[src/rtl/pdma_pkg.sv]
package pdma_pkg;
  typedef enum logic [1:0] {
    ST_IDLE,
    ST_ARM,
    ST_RD,
    ST_WR
  } eng_state_t;

  localparam logic [7:0] OFS_CTRL = 8'h00;
  localparam logic [7:0] OFS_STAT = 8'h04;
  localparam logic [7:0] OFS_PPTR = 8'h10;
  localparam logic [7:0] OFS_SEQ  = 8'h14;
  localparam logic [7:0] OFS_MPTR = 8'h18;

  localparam int B_EN      = 31;
  localparam int B_IE_EOC  = 30;
  localparam int B_TO_MEM  = 27;
  localparam int B_ONCE    = 26;
  localparam int B_FLOW    = 24;
  localparam int B_SEL_LO  = 16;
  localparam int B_SEQ_IE  = 31;
  localparam int B_WRAP    = 18;
  localparam int B_BURST   = 24;
  localparam int B_EOC     = 30;
  localparam int CNT_W     = 14;
endpackage

[src/rtl/pdma_burst_dec.sv]
module pdma_burst_dec (
  input  logic [2:0] code,
  output logic [3:0] words
);
  always_comb begin
    case (code)
      3'd2:    words = 4'd1;
      3'd3:    words = 4'd4;
      3'd4:    words = 4'd8;
      default: words = 4'd1;
    endcase
  end
endmodule

[src/rtl/pdma_regs.sv]
module pdma_regs
  import pdma_pkg::*;
#(
  parameter int AW     = 32,
  parameter int REG_AW = 5,
  parameter int SEL_W  = 4
) (
  input  logic              clk,
  input  logic              rst,
  input  logic              wr,
  input  logic [REG_AW-1:0] addr,
  input  logic [31:0]       wdata,
  output logic [31:0]       rdata,
  input  logic              pass_done,
  input  logic              busy,
  input  logic [CNT_W-1:0]  remain,
  output logic              en,
  output logic              ie_eoc,
  output logic              to_mem,
  output logic              once,
  output logic              flow,
  output logic [SEL_W-1:0]  sel,
  output logic [CNT_W-1:0]  wcount,
  output logic [AW-1:0]     per_ptr,
  output logic [AW-1:0]     mem_ptr,
  output logic              seq_ie,
  output logic              wrap,
  output logic [2:0]        burst_code,
  output logic              eoc,
  output logic              start
);
  localparam logic [REG_AW-1:0] A_CTRL = REG_AW'(OFS_CTRL);
  localparam logic [REG_AW-1:0] A_STAT = REG_AW'(OFS_STAT);
  localparam logic [REG_AW-1:0] A_PPTR = REG_AW'(OFS_PPTR);
  localparam logic [REG_AW-1:0] A_SEQ  = REG_AW'(OFS_SEQ);
  localparam logic [REG_AW-1:0] A_MPTR = REG_AW'(OFS_MPTR);

  logic wr_ctrl, wr_stat;
  logic [CNT_W-1:0] remain_view;
  logic unused_wdata;

  assign wr_ctrl = wr && (addr == A_CTRL);
  assign wr_stat = wr && (addr == A_STAT);
  assign remain_view = busy ? remain : wcount;
  assign unused_wdata = ^wdata;

  always_ff @(posedge clk) begin
    if (rst) begin
      en         <= 1'b0;
      ie_eoc     <= 1'b0;
      to_mem     <= 1'b0;
      once       <= 1'b0;
      flow       <= 1'b0;
      sel        <= '0;
      wcount     <= '0;
      per_ptr    <= '0;
      mem_ptr    <= '0;
      seq_ie     <= 1'b0;
      wrap       <= 1'b0;
      burst_code <= 3'd0;
      eoc        <= 1'b0;
      start      <= 1'b0;
    end else begin
      start <= 1'b0;
      if (pass_done && once) en <= 1'b0;
      if (pass_done) eoc <= 1'b1;
      else if (wr_stat && wdata[B_EOC]) eoc <= 1'b0;
      if (wr_ctrl) begin
        en     <= wdata[B_EN];
        ie_eoc <= wdata[B_IE_EOC];
        to_mem <= wdata[B_TO_MEM];
        once   <= wdata[B_ONCE];
        flow   <= wdata[B_FLOW];
        sel    <= wdata[B_SEL_LO +: SEL_W];
        wcount <= wdata[CNT_W+1:2];
        start  <= wdata[B_EN] && !en;
      end
      if (wr && addr == A_PPTR) per_ptr <= AW'(wdata);
      if (wr && addr == A_MPTR) mem_ptr <= AW'(wdata);
      if (wr && addr == A_SEQ) begin
        seq_ie     <= wdata[B_SEQ_IE];
        wrap       <= wdata[B_WRAP];
        burst_code <= wdata[B_BURST +: 3];
      end
    end
  end

  always_ff @(posedge clk) begin
    if (rst) rdata <= '0;
    else begin
      case (addr)
        A_CTRL:  rdata <= {en, ie_eoc, 2'b00, to_mem, once, 1'b0, flow,
                           8'(sel), wcount, 2'b00};
        A_STAT:  rdata <= {1'b0, eoc, 14'd0, remain_view, 2'b00};
        A_PPTR:  rdata <= 32'(per_ptr);
        A_SEQ:   rdata <= {seq_ie, 4'd0, burst_code, 5'd0, wrap, 18'd0};
        A_MPTR:  rdata <= 32'(mem_ptr);
        default: rdata <= '0;
      endcase
    end
  end
endmodule

[src/rtl/pdma_engine.sv]
module pdma_engine
  import pdma_pkg::*;
#(
  parameter int AW        = 32,
  parameter int REQ_LINES = 16,
  parameter int SEL_W     = 4
) (
  input  logic                 clk,
  input  logic                 rst,
  input  logic                 en,
  input  logic                 start,
  input  logic                 to_mem,
  input  logic                 once,
  input  logic                 flow,
  input  logic [SEL_W-1:0]     sel,
  input  logic [REQ_LINES-1:0] dreq,
  input  logic [CNT_W-1:0]     wcount,
  input  logic [AW-1:0]        per_ptr,
  input  logic [AW-1:0]        mem_ptr,
  input  logic                 wrap,
  input  logic [3:0]           burst_words,
  output logic                 mem_req,
  output logic                 mem_we,
  output logic [AW-1:0]        mem_addr,
  output logic [31:0]          mem_wdata,
  input  logic                 mem_ack,
  input  logic [31:0]          mem_rdata,
  output logic                 per_req,
  output logic                 per_we,
  output logic [AW-1:0]        per_addr,
  output logic [31:0]          per_wdata,
  input  logic                 per_ack,
  input  logic [31:0]          per_rdata,
  output logic                 pass_done,
  output logic                 busy,
  output logic [CNT_W-1:0]     remain
);
  eng_state_t       state;
  logic [CNT_W-1:0] cnt;
  logic [2:0]       bcnt;
  logic [31:0]      xfer_data;
  logic             src_ack, dst_ack;
  logic [31:0]      src_rdata;
  logic             in_rd, in_wr;

  assign in_rd     = (state == ST_RD);
  assign in_wr     = (state == ST_WR);
  assign src_ack   = to_mem ? per_ack : mem_ack;
  assign dst_ack   = to_mem ? mem_ack : per_ack;
  assign src_rdata = to_mem ? per_rdata : mem_rdata;

  assign mem_req   = (in_rd && !to_mem) || (in_wr && to_mem);
  assign per_req   = (in_rd && to_mem) || (in_wr && !to_mem);
  assign mem_we    = in_wr;
  assign per_we    = in_wr;
  assign mem_wdata = xfer_data;
  assign per_wdata = xfer_data;
  assign busy      = (state != ST_IDLE);
  assign remain    = cnt;

  always_ff @(posedge clk) begin
    if (rst) begin
      state     <= ST_IDLE;
      cnt       <= '0;
      bcnt      <= 3'd0;
      xfer_data <= '0;
      mem_addr  <= '0;
      per_addr  <= '0;
      pass_done <= 1'b0;
    end else begin
      pass_done <= 1'b0;
      if (!en) begin
        state <= ST_IDLE;
      end else begin
        case (state)
          ST_IDLE: begin
            if (start) begin
              cnt      <= wcount;
              mem_addr <= mem_ptr;
              per_addr <= per_ptr;
              state    <= ST_ARM;
            end
          end
          ST_ARM: begin
            if (!flow || dreq[sel]) begin
              bcnt  <= 3'(burst_words - 4'd1);
              state <= ST_RD;
            end
          end
          ST_RD: begin
            if (src_ack) begin
              xfer_data <= src_rdata;
              state     <= ST_WR;
            end
          end
          ST_WR: begin
            if (dst_ack) begin
              mem_addr <= mem_addr + AW'(4);
              if (!wrap) per_addr <= per_addr + AW'(4);
              if (cnt == '0) begin
                pass_done <= 1'b1;
                if (once) begin
                  state <= ST_IDLE;
                end else begin
                  cnt      <= wcount;
                  mem_addr <= mem_ptr;
                  per_addr <= per_ptr;
                  state    <= ST_ARM;
                end
              end else begin
                cnt <= cnt - CNT_W'(1);
                if (bcnt == 3'd0) begin
                  state <= ST_ARM;
                end else begin
                  bcnt  <= bcnt - 3'd1;
                  state <= ST_RD;
                end
              end
            end
          end
          default: state <= ST_IDLE;
        endcase
      end
    end
  end
endmodule

[src/rtl/pdma_channel.sv]
module pdma_channel
  import pdma_pkg::*;
#(
  parameter int AW        = 32,
  parameter int REG_AW    = 5,
  parameter int REQ_LINES = 16
) (
  input  logic                 clk,
  input  logic                 rst,
  input  logic                 reg_wr,
  input  logic [REG_AW-1:0]    reg_addr,
  input  logic [31:0]          reg_wdata,
  output logic [31:0]          reg_rdata,
  output logic                 mem_req,
  output logic                 mem_we,
  output logic [AW-1:0]        mem_addr,
  output logic [31:0]          mem_wdata,
  input  logic                 mem_ack,
  input  logic [31:0]          mem_rdata,
  output logic                 per_req,
  output logic                 per_we,
  output logic [AW-1:0]        per_addr,
  output logic [31:0]          per_wdata,
  input  logic                 per_ack,
  input  logic [31:0]          per_rdata,
  output logic [3:0]           per_burst,
  input  logic [REQ_LINES-1:0] dreq,
  output logic                 irq
);
  localparam int SEL_W = $clog2(REQ_LINES);

  logic             ctrl_en, ie_eoc, to_mem, once, flow, seq_ie, wrap, eoc, start;
  logic [SEL_W-1:0] sel;
  logic [CNT_W-1:0] wcount, remain;
  logic [AW-1:0]    per_ptr, mem_ptr;
  logic [2:0]       burst_code;
  logic [3:0]       burst_words;
  logic             pass_done, busy;

  pdma_burst_dec u_bdec (
    .code  (burst_code),
    .words (burst_words)
  );

  pdma_regs #(.AW(AW), .REG_AW(REG_AW), .SEL_W(SEL_W)) u_regs (
    .clk        (clk),
    .rst        (rst),
    .wr         (reg_wr),
    .addr       (reg_addr),
    .wdata      (reg_wdata),
    .rdata      (reg_rdata),
    .pass_done  (pass_done),
    .busy       (busy),
    .remain     (remain),
    .en         (ctrl_en),
    .ie_eoc     (ie_eoc),
    .to_mem     (to_mem),
    .once       (once),
    .flow       (flow),
    .sel        (sel),
    .wcount     (wcount),
    .per_ptr    (per_ptr),
    .mem_ptr    (mem_ptr),
    .seq_ie     (seq_ie),
    .wrap       (wrap),
    .burst_code (burst_code),
    .eoc        (eoc),
    .start      (start)
  );

  pdma_engine #(.AW(AW), .REQ_LINES(REQ_LINES), .SEL_W(SEL_W)) u_eng (
    .clk         (clk),
    .rst         (rst),
    .en          (ctrl_en),
    .start       (start),
    .to_mem      (to_mem),
    .once        (once),
    .flow        (flow),
    .sel         (sel),
    .dreq        (dreq),
    .wcount      (wcount),
    .per_ptr     (per_ptr),
    .mem_ptr     (mem_ptr),
    .wrap        (wrap),
    .burst_words (burst_words),
    .mem_req     (mem_req),
    .mem_we      (mem_we),
    .mem_addr    (mem_addr),
    .mem_wdata   (mem_wdata),
    .mem_ack     (mem_ack),
    .mem_rdata   (mem_rdata),
    .per_req     (per_req),
    .per_we      (per_we),
    .per_addr    (per_addr),
    .per_wdata   (per_wdata),
    .per_ack     (per_ack),
    .per_rdata   (per_rdata),
    .pass_done   (pass_done),
    .busy        (busy),
    .remain      (remain)
  );

  assign per_burst = burst_words;
  assign irq       = eoc & ie_eoc & seq_ie;
endmodule

[config.mk]
export PLATFORM = sky130hd
export DESIGN_NAME = pdma_channel
export DESIGN_NICKNAME = d
export VERILOG_FILES = /design/src/rtl/pdma_pkg.sv /design/src/rtl/pdma_burst_dec.sv /design/src/rtl/pdma_regs.sv /design/src/rtl/pdma_engine.sv /design/src/rtl/pdma_channel.sv
export SDC_FILE = /design/constraint.sdc
export NUM_CORES = 1
export LEC_CHECK = 0
export BUFFER_PORTS_ARGS = -buffer_cell sky130_fd_sc_hd__buf_2
export CAP_MARGIN = 10
export CELL_PAD_IN_SITES_DETAIL_PLACEMENT = 1
export CELL_PAD_IN_SITES_GLOBAL_PLACEMENT = 1
export CORE_UTILIZATION = 45
export CTS_BUF_LIST = sky130_fd_sc_hd__clkbuf_4
export DETAILED_ROUTE_END_ITERATION = 7
export GPL_TIMING_DRIVEN = 0
export PLACE_DENSITY = 0.86
export RECOVER_POWER = 50
export SLEW_MARGIN = 0
export SYNTH_ARGS = -nofsm -noshare
export SYNTH_HDL_FRONTEND = slang
export SYNTH_HIERARCHICAL = 1
export SYNTH_SLANG_ARGS = --single-unit
[constraint.sdc]
create_clock -name clk -period 7.95 [get_ports clk]
set_input_delay 0.795 -clock clk [delete_from_list [all_inputs] [get_ports clk]]
set_output_delay 0.795 -clock clk [all_outputs]
set_load 0.05 [all_outputs]
== Yosys cells after proc, flatten, opt, wreduce, memory -nomap -nowiden ==
Cells that the tools add are included.
Cells by class
  eq/ne operators: 16
  reductions and logical operators: 35
  bitwise operators: 6
  order comparisons: 1
  multiplexer cells: 42
  multipliers: 0
  shifts and indexed selects: 0
  div/mod/pow operators: 0
  add/sub/neg operators: 5
Operator list (number)
  2-to-1 mux 32 bit: 10
  case mux 32 bit (5 select lines): 1
  case mux 32 bit (2 select lines): 2
  2-to-1 mux 14 bit: 5
  adder 32 x 3 -> 32 bit (second input constant): 2
  case mux 14 bit (2 select lines): 1
  equality test 5 bit (second input constant): 3
  zero test 14 bit: 1
  subtractor 14 x 1 -> 14 bit (second input constant): 1
  logical AND 1 bit: 12
  2-to-1 mux 2 bit: 6
  2-to-1 mux 3 bit: 4
  nonzero test 2 bit: 5
  2-to-1 mux 1 bit: 9
  case mux 2 bit (4 select lines): 1
  case mux 4 bit (2 select lines): 1
  AND reduction 4 bit: 2
  != test 2 x 1 -> 1 bit (second input constant): 3
  != test 2 bit (second input constant): 3
  case mux 3 bit (2 select lines): 1
  AND reduction 6 bit: 1
  subtractor 3 x 1 -> 3 bit (second input constant): 2
  equality test 5 x 3 -> 1 bit (second input constant): 1
  zero test 5 bit: 1
  17 further kinds: 27
Word-level totals
  word-level logic and storage cells: 127
  memories kept: 0
  input port bits: 122
  bits in writable memories: 0
  memory bits (read-only): 0
  output and inout bits: 169
  register bits after elaboration: 242
  latch bits: 0

== Logic depth before layout (Yosys ltp) ==
Gate-level depths: netlist (run 1).
  word-level depth: 6
  mapped depth: 11
  mapped depth without buffers: 9

== Cells and area by module ==
Netlist (run 1), hierarchy kept.
Modules (own cells, without submodules)
  pdma_engine: area each 7221.9 um^2, cells an instance 919, instances 1, seq. area each 2322.2 um^2
  pdma_regs: area each 5740.5 um^2, cells an instance 584, instances 1, seq. area each 2522.4 um^2
  pdma_burst_dec: area each 36.3 um^2, cells an instance 5, instances 1, seq. area each 0.0 um^2
  pdma_channel: area each 6.3 um^2, cells an instance 1, instances 1, seq. area each 0.0 um^2

== Least setup slack after synthesis (run 1) ==
Ideal clock, no wire load.
  path type: register -> output
  start point: register u_eng.state[1]
  end point: output port per_req
  data required time: 7.155 ns
  arrival time: 2.613 ns
  slack: 4.542 ns
  buffers on the path: 1
  cell stages (with the launch flop): 5
  path through: dfxtp_1 > ha_1 > clkbuf_1 > clkinv_1 > o21ai_0
On the way
  word-level cells in the longest chain between the ends: 3
  elaborated cells on any way between the ends: 5
  those cells by class: 2 x eq/ne; 3 x reduce/logical
RTL lines
  start, declared: line pdma_engine.sv:38  | eng_state_t state;
  start signal, assigned: line pdma_engine.sv:63  | state <= ST_IDLE;
  start signal, assigned: line pdma_engine.sv:73  | state <= ST_IDLE;
  start signal, assigned: line pdma_engine.sv:81  | state <= ST_ARM;
  equality test 2 bit: line pdma_engine.sv:47  | assign in_wr = (state == ST_WR);
  net mem_we: line pdma_channel.sv:15  | output logic mem_we,
  logical AND 1 bit: line pdma_engine.sv:53  | assign per_req = (in_rd && to_mem) || (in_wr && !to_mem);
  logical OR 1 bit: line pdma_engine.sv:53
  end, declared: line pdma_channel.sv:20  | output logic per_req,
The timed path passes the listed nets, and every way through them passes these cells.

== Worst setup path after layout (run 1) ==
  start point: register u_regs.to_mem
  end point: output port mem_req
On the way
  word-level cells in the longest chain between the ends: 3
  elaborated cells on any way between the ends: 4
  those cells by class: 4 x reduce/logical
RTL lines
  start, declared: line pdma_regs.sv:19  | output logic to_mem,
  start signal, assigned: line pdma_regs.sv:71  | to_mem <= wdata[B_TO_MEM];
  zero test 1 bit: line pdma_engine.sv:52  | assign mem_req = (in_rd && !to_mem) || (in_wr && to_mem);
  logical AND 1 bit: line pdma_engine.sv:52
  logical OR 1 bit *: line pdma_engine.sv:52
  end, declared: line pdma_channel.sv:14  | output logic mem_req,
Mark *: on every way between the ends. The rest lies on a longest branch, timed or not.

==> metrics, run 1 <==
final instance area roughly 0.016 mm2; Iter 0 DRT Violations roughly 1200; endpoints failing hold 0; vias in the first global route about 14000; Max Cap Viol 1; clk_skew just over 0.04 ns; Row Count a little over 60; Fin Hold WS between 0.3 and 0.4 ns; Multi-input gate area slightly above 0.007 mm2; Int Pwr slightly below 2 mW; critical path's most frequent cell buf_1; CTS tree yes; unrepaired setup endpoints after global routing false; Max IR drop VDD roughly 0.13 mV; Synth warnings 6; layout cells sized above 1 a little under a quarter; # hold bufs at CTS 0; Fmax approximately 0.26 GHz; WL final 57700 um; Switching Power about 660 uW; sequential area share after synthesis 37.3%; setup violation total in the final timing report 0; largest net degree at the start of global routing 11; Gate Count Post-Synth about 1500; Flop pwr share between 40% and 50%; total number of vias between 10000 and 15000; Crit-path slowest cell buf_1; switch share approximately a quarter; TritonRoute pass-1 iters 6; Req. time, crit path 7.15 ns; core area roughly 0.028 mm2; crit path cell chain buf_1, buf_1, nand2_1, o21ai_0, buf_2; TritonCTS buffer count 69; gpl congestion a little over 0.9; hold path cells 3; fin cells around 2300; ANT nets after route 0; combinational fraction of design power around 5.9%; Worst Max-Slew Pin Slew 1.53 ns; synthesized area 0.0130 mm2; drt via density slightly above 6; leakage power between 5 and 6 nW; outcome complete, but fails checks; Post-DP Area ~0.015 mm2; Clk network pwr share between 40% and 50%; Layout area overhead 20.0%; Inst Count DP 2174; max-slew violation count 6; TNS Setup 0 ns; Pwr Density 166 mW/mm2; I/O pin cnt between 200 and 300; Filler cells approximately 3600; residual DRC count 0; Post-synth EDFFs 0; library cells used by synthesis slightly above 80; CTS max path bufs 3; R2R depth 9; kind of cell adding the most delay to the critical path buffers and inverters; failing checks capacitance limit, slew limit; chip width between 150 and 200 um; gr usage total around 38%; ys flop type dfxtp_1; remaining global-route overflow 0; CP max FO 10; commonest non-fill, non-tap cells in the layout 242 x dfxtp_1, 216 x buf_2, 167 x clkbuf_1; Root Driver clkbuf_4; Register Area about 0.0048 mm2; Reg clk slew, reported paths 0.06 ns; Post-Syn Nets about 1600; first-pass GRT wire length about 85000 um; critical path launch point type register; clock sink total 242; most common cell after layout, fill and taps aside dfxtp_1; CP bufs+invs 3; min Tclk post-route between 3 and 4 ns; fin nets between 1500 and 2000; Post-CTS Setup Repair Bufs 0; Post-Syn Area per Cell between 8 and 9 um2; CP max stage delay ~0.69 ns; Die Y between 150 and 200 um; post-DP HPWL between 40000 and 50000 um; Critical Path AT between 3 and 4 ns; initial antenna violation count 3; Power Total ~2.6 mW; share of synthesized registers carrying an async set or reset 0%; element type at the critical path end output port; post-CTS sizing 0; worst hold path class in2reg; period utilization 49.0%; per-cell routed wire length ~25 um; Die Footprint 0.0296 mm2; Slew HR -2.79%; Setup CP Type reg2out; htree depth 3; clk_lat worst skew ~0.69 ns; port bufs around 290; Stages on worst setup path 5; Initial Util a little under half; Seq cells post-synth around 240
[tightest hold or removal path: stages]
cell     delay, ns
buf_2         0.11
nand3_1       0.06
a21oi_1       0.05
[per-layer routing]
layer  GRT usage (%)  vias to the layer above  wire length (um)
li1                -                     6196                 -
met1            42.8                     6863             21300
met2            63.2                      901             26500
met3            10.3                      229              5980
met4            28.3                        2              3930
met5               0                        -                13
[power by group through the flow]
stage	registers, mW	logic [mW]	clock network, mW
floorplan	1.24	0.0739	0
global placement	1.25	0.144	0
detailed placement	1.25	0.147	0
CTS	1.22	0.149	1.24
global route	1.22	0.158	1.30
finish	1.22	0.152	1.22
[layout make-up]
class / count / share of cell area (%)
clock buffers: 99 / 4.76
clock inverters: 15 / 0.874
flip-flops and latches: 242 / 31.0
inverters: 20 / 0.481
multi-input cells: 1091 / 45.9
repair buffers: 287 / 8.49
plain buffers: 156 / 5.40
well taps: 378 / 3.03
diodes: 2 / 0.0321
[cell families (layout without fill, tap and decap cells)]
kind of cell / Yosys count / in the layout / synth area share, %
simple gates: 526 / 526 / 22.2
compound gates: 400 / 400 / 19.7
flops: 242 / 242 / 37.3
buf+inv: 176 / 577 / 7.35
mux: 151 / 151 / 12.4
fa+ha+maj: 10 / 10 / 0.962
xor+xnor: 3 / 3 / 0.202
other cells: 1 / 3 / 0.0288
[path summary, 6_finish.rpt]
kind	startpoint	end	slack (ns)
max	u_regs/to_mem$_SDFFE_PP0P_	mem_req	4.06
min	reg_wdata[21]	u_regs/mem_ptr[21]$_SDFFE_PP0P_	0.38
max reg2reg	u_eng/state[1]$_SDFFE_PP0P_	u_eng/mem_addr[0]$_SDFFE_PP0P_	4.10
min reg2reg	u_eng/mem_addr[0]$_SDFFE_PP0P_	u_eng/mem_addr[0]$_SDFFE_PP0P_	0.49
[synth_stat cells (3+ instances only)]
| cell type | instances | share of area, % |
|---|---|---|
| nand2_1 | 67 | 1.9 |
| a21oi_1 | 124 | 4.8 |
| a21o_1 | 13 | 0.75 |
| and3_1 | 12 | 0.58 |
| nand4b_1 | 4 | 0.27 |
| a31oi_1 | 5 | 0.24 |
| nor3_1 | 35 | 1.3 |
| or3_1 | 12 | 0.58 |
| a21oi_2 | 20 | 1.3 |
| nand4_1 | 20 | 0.96 |
| nand3b_1 | 5 | 0.29 |
| a22o_1 | 3 | 0.20 |
| nor3_2 | 3 | 0.23 |
| nand3_1 | 90 | 3.5 |
| or4_1 | 6 | 0.35 |
| buf_4 | 42 | 2.4 |
| a211oi_1 | 51 | 2.9 |
| buf_2 | 25 | 0.96 |
| nor4_1 | 10 | 0.48 |
| clkbuf_1 | 66 | 1.9 |
| inv_1 | 19 | 0.55 |
| buf_6 | 11 | 0.95 |
| buf_1 | 9 | 0.26 |
| nor2_1 | 95 | 2.7 |
| a22oi_1 | 12 | 0.69 |
| ha_1 | 10 | 0.96 |
| and3b_1 | 4 | 0.27 |
| o21ai_0 | 106 | 4.1 |
| or2_2 | 3 | 0.14 |
| and2_1 | 22 | 1.1 |
| dfxtp_1 | 242 | 37 |
| mux2_2 | 46 | 4.0 |
| o21a_1 | 6 | 0.35 |
| and4_1 | 9 | 0.61 |
| nand2b_1 | 109 | 5.2 |
| a32oi_1 | 23 | 1.5 |
| mux4_2 | 3 | 0.52 |
| nor2b_1 | 5 | 0.24 |
| a2bb2oi_1 | 4 | 0.27 |
| mux2i_1 | 102 | 7.9 |
[registers in the layout, summed over array words and instances, names as in the netlist, 2 cells and up]
register,flops
u_eng/bcnt,3
u_eng/state,2
u_eng/per_addr,32
u_regs/sel,4
u_regs/burst_code,3
u_eng/mem_wdata,32
u_regs/mem_ptr,32
u_regs/wcount,14
u_regs/per_ptr,32
u_eng/mem_addr,32
u_eng/remain,14
u_regs/rdata,32
[metrics by stage]
step                      setup WS, ns  util (%)
after detailed placement          4.22      53.1
after floorplan                   4.54         -
after global routing              3.93      55.6
final                             4.06      55.6
after global placement            4.38      53.1
after CTS                         4.17      56.2
No activity file was read; power rests on OpenSTA's default activity.
==> run 2, diff against run 1 <==
--- a/config.mk
+++ b/config.mk
@@ -9,11 +9,11 @@
 export CAP_MARGIN = 10
 export CELL_PAD_IN_SITES_DETAIL_PLACEMENT = 1
 export CELL_PAD_IN_SITES_GLOBAL_PLACEMENT = 1
-export CORE_UTILIZATION = 45
+export CORE_UTILIZATION = 42
 export CTS_BUF_LIST = sky130_fd_sc_hd__clkbuf_4
 export DETAILED_ROUTE_END_ITERATION = 7
 export GPL_TIMING_DRIVEN = 0
-export PLACE_DENSITY = 0.86
+export PLACE_DENSITY = 0.81
 export RECOVER_POWER = 50
 export SLEW_MARGIN = 0
 export SYNTH_ARGS = -nofsm -noshare
==> constraint.sdc (replaced) <==
create_clock -name clk -period 4.1 [get_ports clk]
set_input_delay 0.41 -clock clk [delete_from_list [all_inputs] [get_ports clk]]
set_output_delay 0.41 -clock clk [all_outputs]
set_load 0.05 [all_outputs]
==> metrics, run 2 (synthesis gave the netlist of run 1 again) <==
Int Pwr 3.72 mW (was 1.93 mW); Critical Path AT 4.26 ns (was 3.10 ns); Reg clk slew, reported paths 0.07 ns (was 0.06 ns); TritonCTS buffer count 70 (was 69); max-slew violation count 0 (was 6); Setup CP Type reg2reg (was reg2out); vias in the first global route 14300 (was 14500); final instance area 0.0159 mm2 (was 0.0156 mm2); total number of vias 14000 (was 14200); R2R depth 9 (unchanged); Row Count 64 (was 61); post-CTS sizing 0 (unchanged); Iter 0 DRT Violations 1082 (was 1248); I/O pin cnt 291 (unchanged); Flop pwr share 46.9% (was 47.0%); Inst Count DP 2192 (was 2174); post-DP HPWL 42000 um (was 42300 um); worst hold path class in2reg (unchanged); chip width 178 um (was 172 um); Die Y 178 um (was 172 um); ANT nets after route 0 (unchanged); unrepaired setup endpoints after global routing false (unchanged); fin cells 2338 (was 2290); Die Footprint 0.0317 mm2 (was 0.0296 mm2); # hold bufs at CTS 23 (was 0); Pwr Density 318 mW/mm2 (was 166 mW/mm2); clock sink total 242 (unchanged); Fmax 0.268 GHz; remaining global-route overflow 0 (unchanged); gpl congestion 0.932 (was 0.924); setup violation total in the final timing report 0 (unchanged); htree depth 3 (unchanged); outcome finished, final reports clean (was complete, but fails checks); layout cells sized above 1 23.6% (was 24.0%); initial antenna violation count 4 (was 3); drt via density 5.98 (was 6.20); Layout area overhead 22.1% (was 20.0%); port bufs 287 (unchanged); Power Total 5.04 mW (was 2.60 mW); gr usage total 35.2% (was 38.5%); WL final 56900 um (was 57700 um); Filler cells 3863 (was 3586); period utilization between 90% and 100%; residual DRC count 0 (unchanged); largest net degree at the start of global routing 11 (unchanged); endpoints failing hold 0 (unchanged); TNS Setup 0 ns (unchanged); critical path launch point type register (unchanged); CTS tree yes (unchanged); Post-DP Area 0.0149 mm2 (about the same); commonest non-fill, non-tap cells in the layout 242 x dfxtp_1, 212 x buf_2, 171 x clkbuf_1 (was 242 x dfxtp_1, 216 x buf_2, 167 x clkbuf_1); per-cell routed wire length 24.3 um (was 25.2 um); Initial Util 42.6% (was 46.3%); Root Driver clkbuf_4 (unchanged); most common cell after layout, fill and taps aside dfxtp_1 (unchanged); leakage power 5.94 nW (was 5.85 nW); Slew HR 2.71% (was -2.79%); core area 0.0305 mm2 (was 0.0281 mm2); min Tclk post-route around 3.7 ns; clk_skew 0.0411 ns (was 0.0414 ns); Switching Power 1.32 mW (was 661 uW); Req. time, crit path 4.63 ns (was 7.15 ns); switch share 26.2% (was 25.5%); CP max FO 10 (unchanged); Post-CTS Setup Repair Bufs 0 (unchanged); clk_lat worst skew 0.71 ns (was 0.69 ns); hold path cells 3 (unchanged); fin nets 2025 (was 1999); first-pass GRT wire length 83500 um (was 85100 um); Worst Max-Slew Pin Slew 1.45 ns (was 1.53 ns); TritonRoute pass-1 iters 5 (was 6); Max Cap Viol 0 (was 1); Clk network pwr share 46.9% (was 47.1%); element type at the critical path end register (was output port); Max IR drop VDD 0.201 mV (was 0.130 mV); combinational fraction of design power 6.2% (was 5.9%); CTS max path bufs 3 (unchanged)
==> run 2: final cells by class <==
type / instances / area (um2) / share of cell area [%]
clock buffers: 100 / 751 / 4.73
flip-flops and latches: 242 / 4840 / 30.5
diodes: 2 / 5.00 / 0.0315
multi-input cells: 1091 / 7160 / 45.1
plain buffers: 156 / 842 / 5.30
inverters: 20 / 75.1 / 0.473
clock inverters: 19 / 134 / 0.843
repair buffers: 312 / 1570 / 9.89
well taps: 396 / 495 / 3.12
==> run 2: final timing paths <==
check / startpoint / to / slack (ns)
max: u_eng/state[1]$_SDFFE_PP0P_ / u_eng/mem_addr[0]$_SDFFE_PP0P_ / 0.37
min: reg_wdata[15] / u_regs/mem_ptr[15]$_SDFFE_PP0P_ / 0.03
max reg2reg: u_eng/state[1]$_SDFFE_PP0P_ / u_eng/mem_addr[0]$_SDFFE_PP0P_ / 0.37
min reg2reg: u_eng/per_addr[1]$_SDFFE_PP0P_ / u_eng/per_addr[1]$_SDFFE_PP0P_ / 0.46
==> run 2: stage by stage <==
stage | hold slack [ns] | utilization, % | setup slack [ns]
after floorplan | 0.442 | - | 1.08
after global placement | 0.449 | 49.0 | 0.559
after detailed placement | 0.451 | 49.0 | 0.479
after CTS | 0.00814 | 52.6 | 0.500
after global routing | 0.0126 | 52.0 | 0.155
final | 0.0293 | 52.0 | 0.372
==> run 2: layer usage <==
layer	up-vias	wire, um	global-route usage [%]
li1	6262	-	-
met1	6783	21600	40.0
met4	2	3380	23.2
met3	171	5360	9.04
met5	-	13	0
met2	765	26600	58.0
==> run 2: power groups by stage <==
stage	clock (mW)	sequential [mW]	combinational (mW)
6_report	2.36	2.37	0.312
5_1_grt	2.52	2.37	0.326
4_1_cts	2.39	2.37	0.305
3_5_place_dp	0	2.42	0.286
3_3_place_gp	0	2.42	0.281
2_1_floorplan	0	2.41	0.143
==> run 2: worst max-delay path, stage by stage, from the launching register on <==
cell and delay [ns]:
dfxtp_1 0.43, ha_1 0.27, clkbuf_1 0.34, clkinv_1 0.37
a21oi_1 0.74, buf_2 0.39, clkbuf_1 0.54, nor2_1 0.29
nand2_1 0.15, a21oi_1 0.07
==> run 3, diff against run 2 <==
--- a/config.mk
+++ b/config.mk
@@ -6,7 +6,7 @@
 export NUM_CORES = 1
 export LEC_CHECK = 0
 export BUFFER_PORTS_ARGS = -buffer_cell sky130_fd_sc_hd__buf_2
-export CAP_MARGIN = 10
+export CAP_MARGIN = 25
 export CELL_PAD_IN_SITES_DETAIL_PLACEMENT = 1
 export CELL_PAD_IN_SITES_GLOBAL_PLACEMENT = 1
 export CORE_UTILIZATION = 42
@@ -14,7 +14,6 @@
 export DETAILED_ROUTE_END_ITERATION = 7
 export GPL_TIMING_DRIVEN = 0
 export PLACE_DENSITY = 0.81
-export RECOVER_POWER = 50
 export SLEW_MARGIN = 0
 export SYNTH_ARGS = -nofsm -noshare
 export SYNTH_HDL_FRONTEND = slang
==> metrics, run 3 (synthesis gave the netlist of run 1 again) <==
Reg clk slew, reported paths 0.07 ns (about the same); Fmax 0.270 GHz (was 0.268 GHz); first-pass GRT wire length 83500 um (unchanged); Worst Max-Slew Pin Slew 1.13 ns (was 1.45 ns); Root Driver clkbuf_4 (unchanged); Req. time, crit path 4.63 ns (about the same); Worst R2R End u_eng/mem_addr[0]$_SDFFE_PP0P_ (unchanged); leakage power 6.40 nW (was 5.94 nW); WL final 56900 um (about the same); fin nets 2025 (unchanged); I/O pin cnt 291 (unchanged); kind of cell adding the most delay to the critical path buffers and inverters (unchanged); period utilization 90.5% (was 90.9%); reg2reg start u_eng/state[0]$_SDFFE_PP0P_ (was u_eng/state[1]$_SDFFE_PP0P_); CTS tree yes (unchanged); TritonCTS buffer count 70 (unchanged); Power Total 5.05 mW (was 5.04 mW); Pwr Density 314 mW/mm2 (was 318 mW/mm2); most common cell after layout, fill and taps aside buf_2 (was dfxtp_1); element type at the critical path end register (unchanged); CTS max path bufs 3 (unchanged); initial antenna violation count 4 (unchanged); critical path launch point type register (unchanged); clk_lat worst skew 0.71 ns (about the same); vias in the first global route 14300 (unchanged); remaining global-route overflow 0 (unchanged); Slew HR 24.7% (was 2.71%); htree depth 3 (unchanged); TritonRoute pass-1 iters 7 (was 5); chip width 178 um (unchanged); fin cells 2339 (was 2338); gpl congestion 0.932 (unchanged); Max Cap Viol 0 (unchanged); R2R depth 9 (unchanged); Critical Path AT 4.24 ns (was 4.26 ns); clock sink total 242 (unchanged); final instance area 0.0161 mm2 (was 0.0159 mm2); Inst Count DP 2192 (unchanged); CP bufs+invs 4 (unchanged); Setup CP Type reg2reg (unchanged); Die Y 178 um (unchanged); fin util 52.7% (was 52.0%); residual DRC count 0 (unchanged); Initial Util 42.6% (unchanged); Crit-path slowest cell a21oi_1 (unchanged); Die Footprint 0.0317 mm2 (unchanged); Stages on worst setup path 9 (unchanged); setup violation total in the final timing report 0 (unchanged); layout cells sized above 1 29.3% (was 23.6%); Iter 0 DRT Violations 1072 (was 1082); port bufs 287 (unchanged); worst setup margin 0.392 ns (was 0.372 ns); ANT nets after route 0 (unchanged); endpoints failing hold 0 (unchanged); Post-DP Area 0.0149 mm2 (unchanged); Place WS 0.479 ns (unchanged); TNS Setup 0 ns (unchanged); gr usage total 35.2% (unchanged); CP max stage delay 0.72 ns (was 0.74 ns); clk_skew 0.0465 ns (was 0.0411 ns); reg-to-reg setup timing slack 0.39 ns (was 0.37 ns); commonest non-fill, non-tap cells in the layout 312 x buf_2, 242 x dfxtp_1, 124 x a21oi_1 (was 242 x dfxtp_1, 212 x buf_2, 171 x clkbuf_1); worst hold path class in2reg (unchanged); unrepaired setup endpoints after global routing false (unchanged); largest net degree at the start of global routing 11 (unchanged); min Tclk post-route 3.71 ns (was 3.73 ns); core area 0.0305 mm2 (unchanged); crit path cell chain ha_1, clkbuf_1, clkinv_1, a21oi_1, buf_2, clkbuf_1, nor2_1, nand2_1, a21oi_1 (unchanged); Row Count 64 (unchanged); total number of vias 14100 (was 14000); drt via density 6.02 (was 5.98); Max IR drop VDD 0.200 mV (was 0.201 mV); Post-CTS Setup Repair Bufs 0 (unchanged); max-slew violation count 0 (unchanged); Layout area overhead 23.6% (was 22.1%); outcome finished, final reports clean (unchanged); post-DP HPWL 42000 um (unchanged); Hold Path End u_regs/mem_ptr[15]$_SDFFE_PP0P_ (unchanged); Fin Hold WS 0.0329 ns (was 0.0293 ns); CP max FO 10 (unchanged); HP Start reg_wdata[15] (unchanged); hold path cells 3 (unchanged); per-cell routed wire length 24.3 um (about the same)
run 3: cell count changes in the layout (fill, tap and decap cells not counted), moves of 2 or more:
cell	previous run	this run
a21oi_1	129	124
a21oi_2	15	20
buf_2	212	312
buf_4	40	42
buf_6	8	11
clkbuf_1	171	66
run 3: repair_timing:
| action | CTS | global route |
|---|---|---|
| gates resized for setup | 0 | 0 |
| hold buffers | 23 | 2 |
| hold endpoints to repair | 27 | 2 |
| endpoints found under the setup margin | 0 | 0 |
run 3: final cells by class:
cell class                 count  area, um2
clock buffer                 100        751
sequential                   242       4840
fill                        3810      14400
inverter                      20       75.1
timing repair buffer         312       1690
multi-input combinational   1091       7200
clock inverter                19        134
antenna                        3       7.51
tap                          396        495
buffer                       156        881
run 3: per-layer routing:
layer	track usage [%]	up-vias	share of wire (%)
met5	0	-	0.023
met4	23.2	2	6.0
met3	9.04	177	9.7
met2	58.0	848	47
met1	40.0	6798	38
li1	-	6255	-
run 3: how the worst max path moves through the flow:
stage | start | to | slack [ns]
2_1_floorplan | u_eng/state[1]$_SDFFE_PP0P_ | per_req | 1.08
3_3_place_gp | u_eng/state[1]$_SDFFE_PP0P_ | u_eng/mem_addr[0]$_SDFFE_PP0P_ | 0.56
3_5_place_dp | u_eng/state[1]$_SDFFE_PP0P_ | u_eng/mem_addr[0]$_SDFFE_PP0P_ | 0.48
4_1_cts | u_eng/state[1]$_SDFFE_PP0P_ | u_eng/mem_addr[0]$_SDFFE_PP0P_ | 0.50
5_1_grt | u_eng/state[1]$_SDFFE_PP0P_ | u_eng/mem_addr[27]$_SDFFE_PP0P_ | 0.15
6_report | u_eng/state[0]$_SDFFE_PP0P_ | u_eng/mem_addr[0]$_SDFFE_PP0P_ | 0.39
run 3: worst register-to-register path, delay by kind of cell, from the launching register on:
kind	cells	cell delay [ns]
buffers and inverters	4	1.65
AOI/OAI and AO/OA	2	0.79
and+or+nand+nor	2	0.44
adders and majority gates	1	0.27
DFF	1	0.43
run 3: power breakdown:
part           switching (mW)  total, mW  internal (mW)
registers              0.0102       2.37           2.36
clock network            1.12       2.37           1.25
logic                   0.194      0.317          0.123
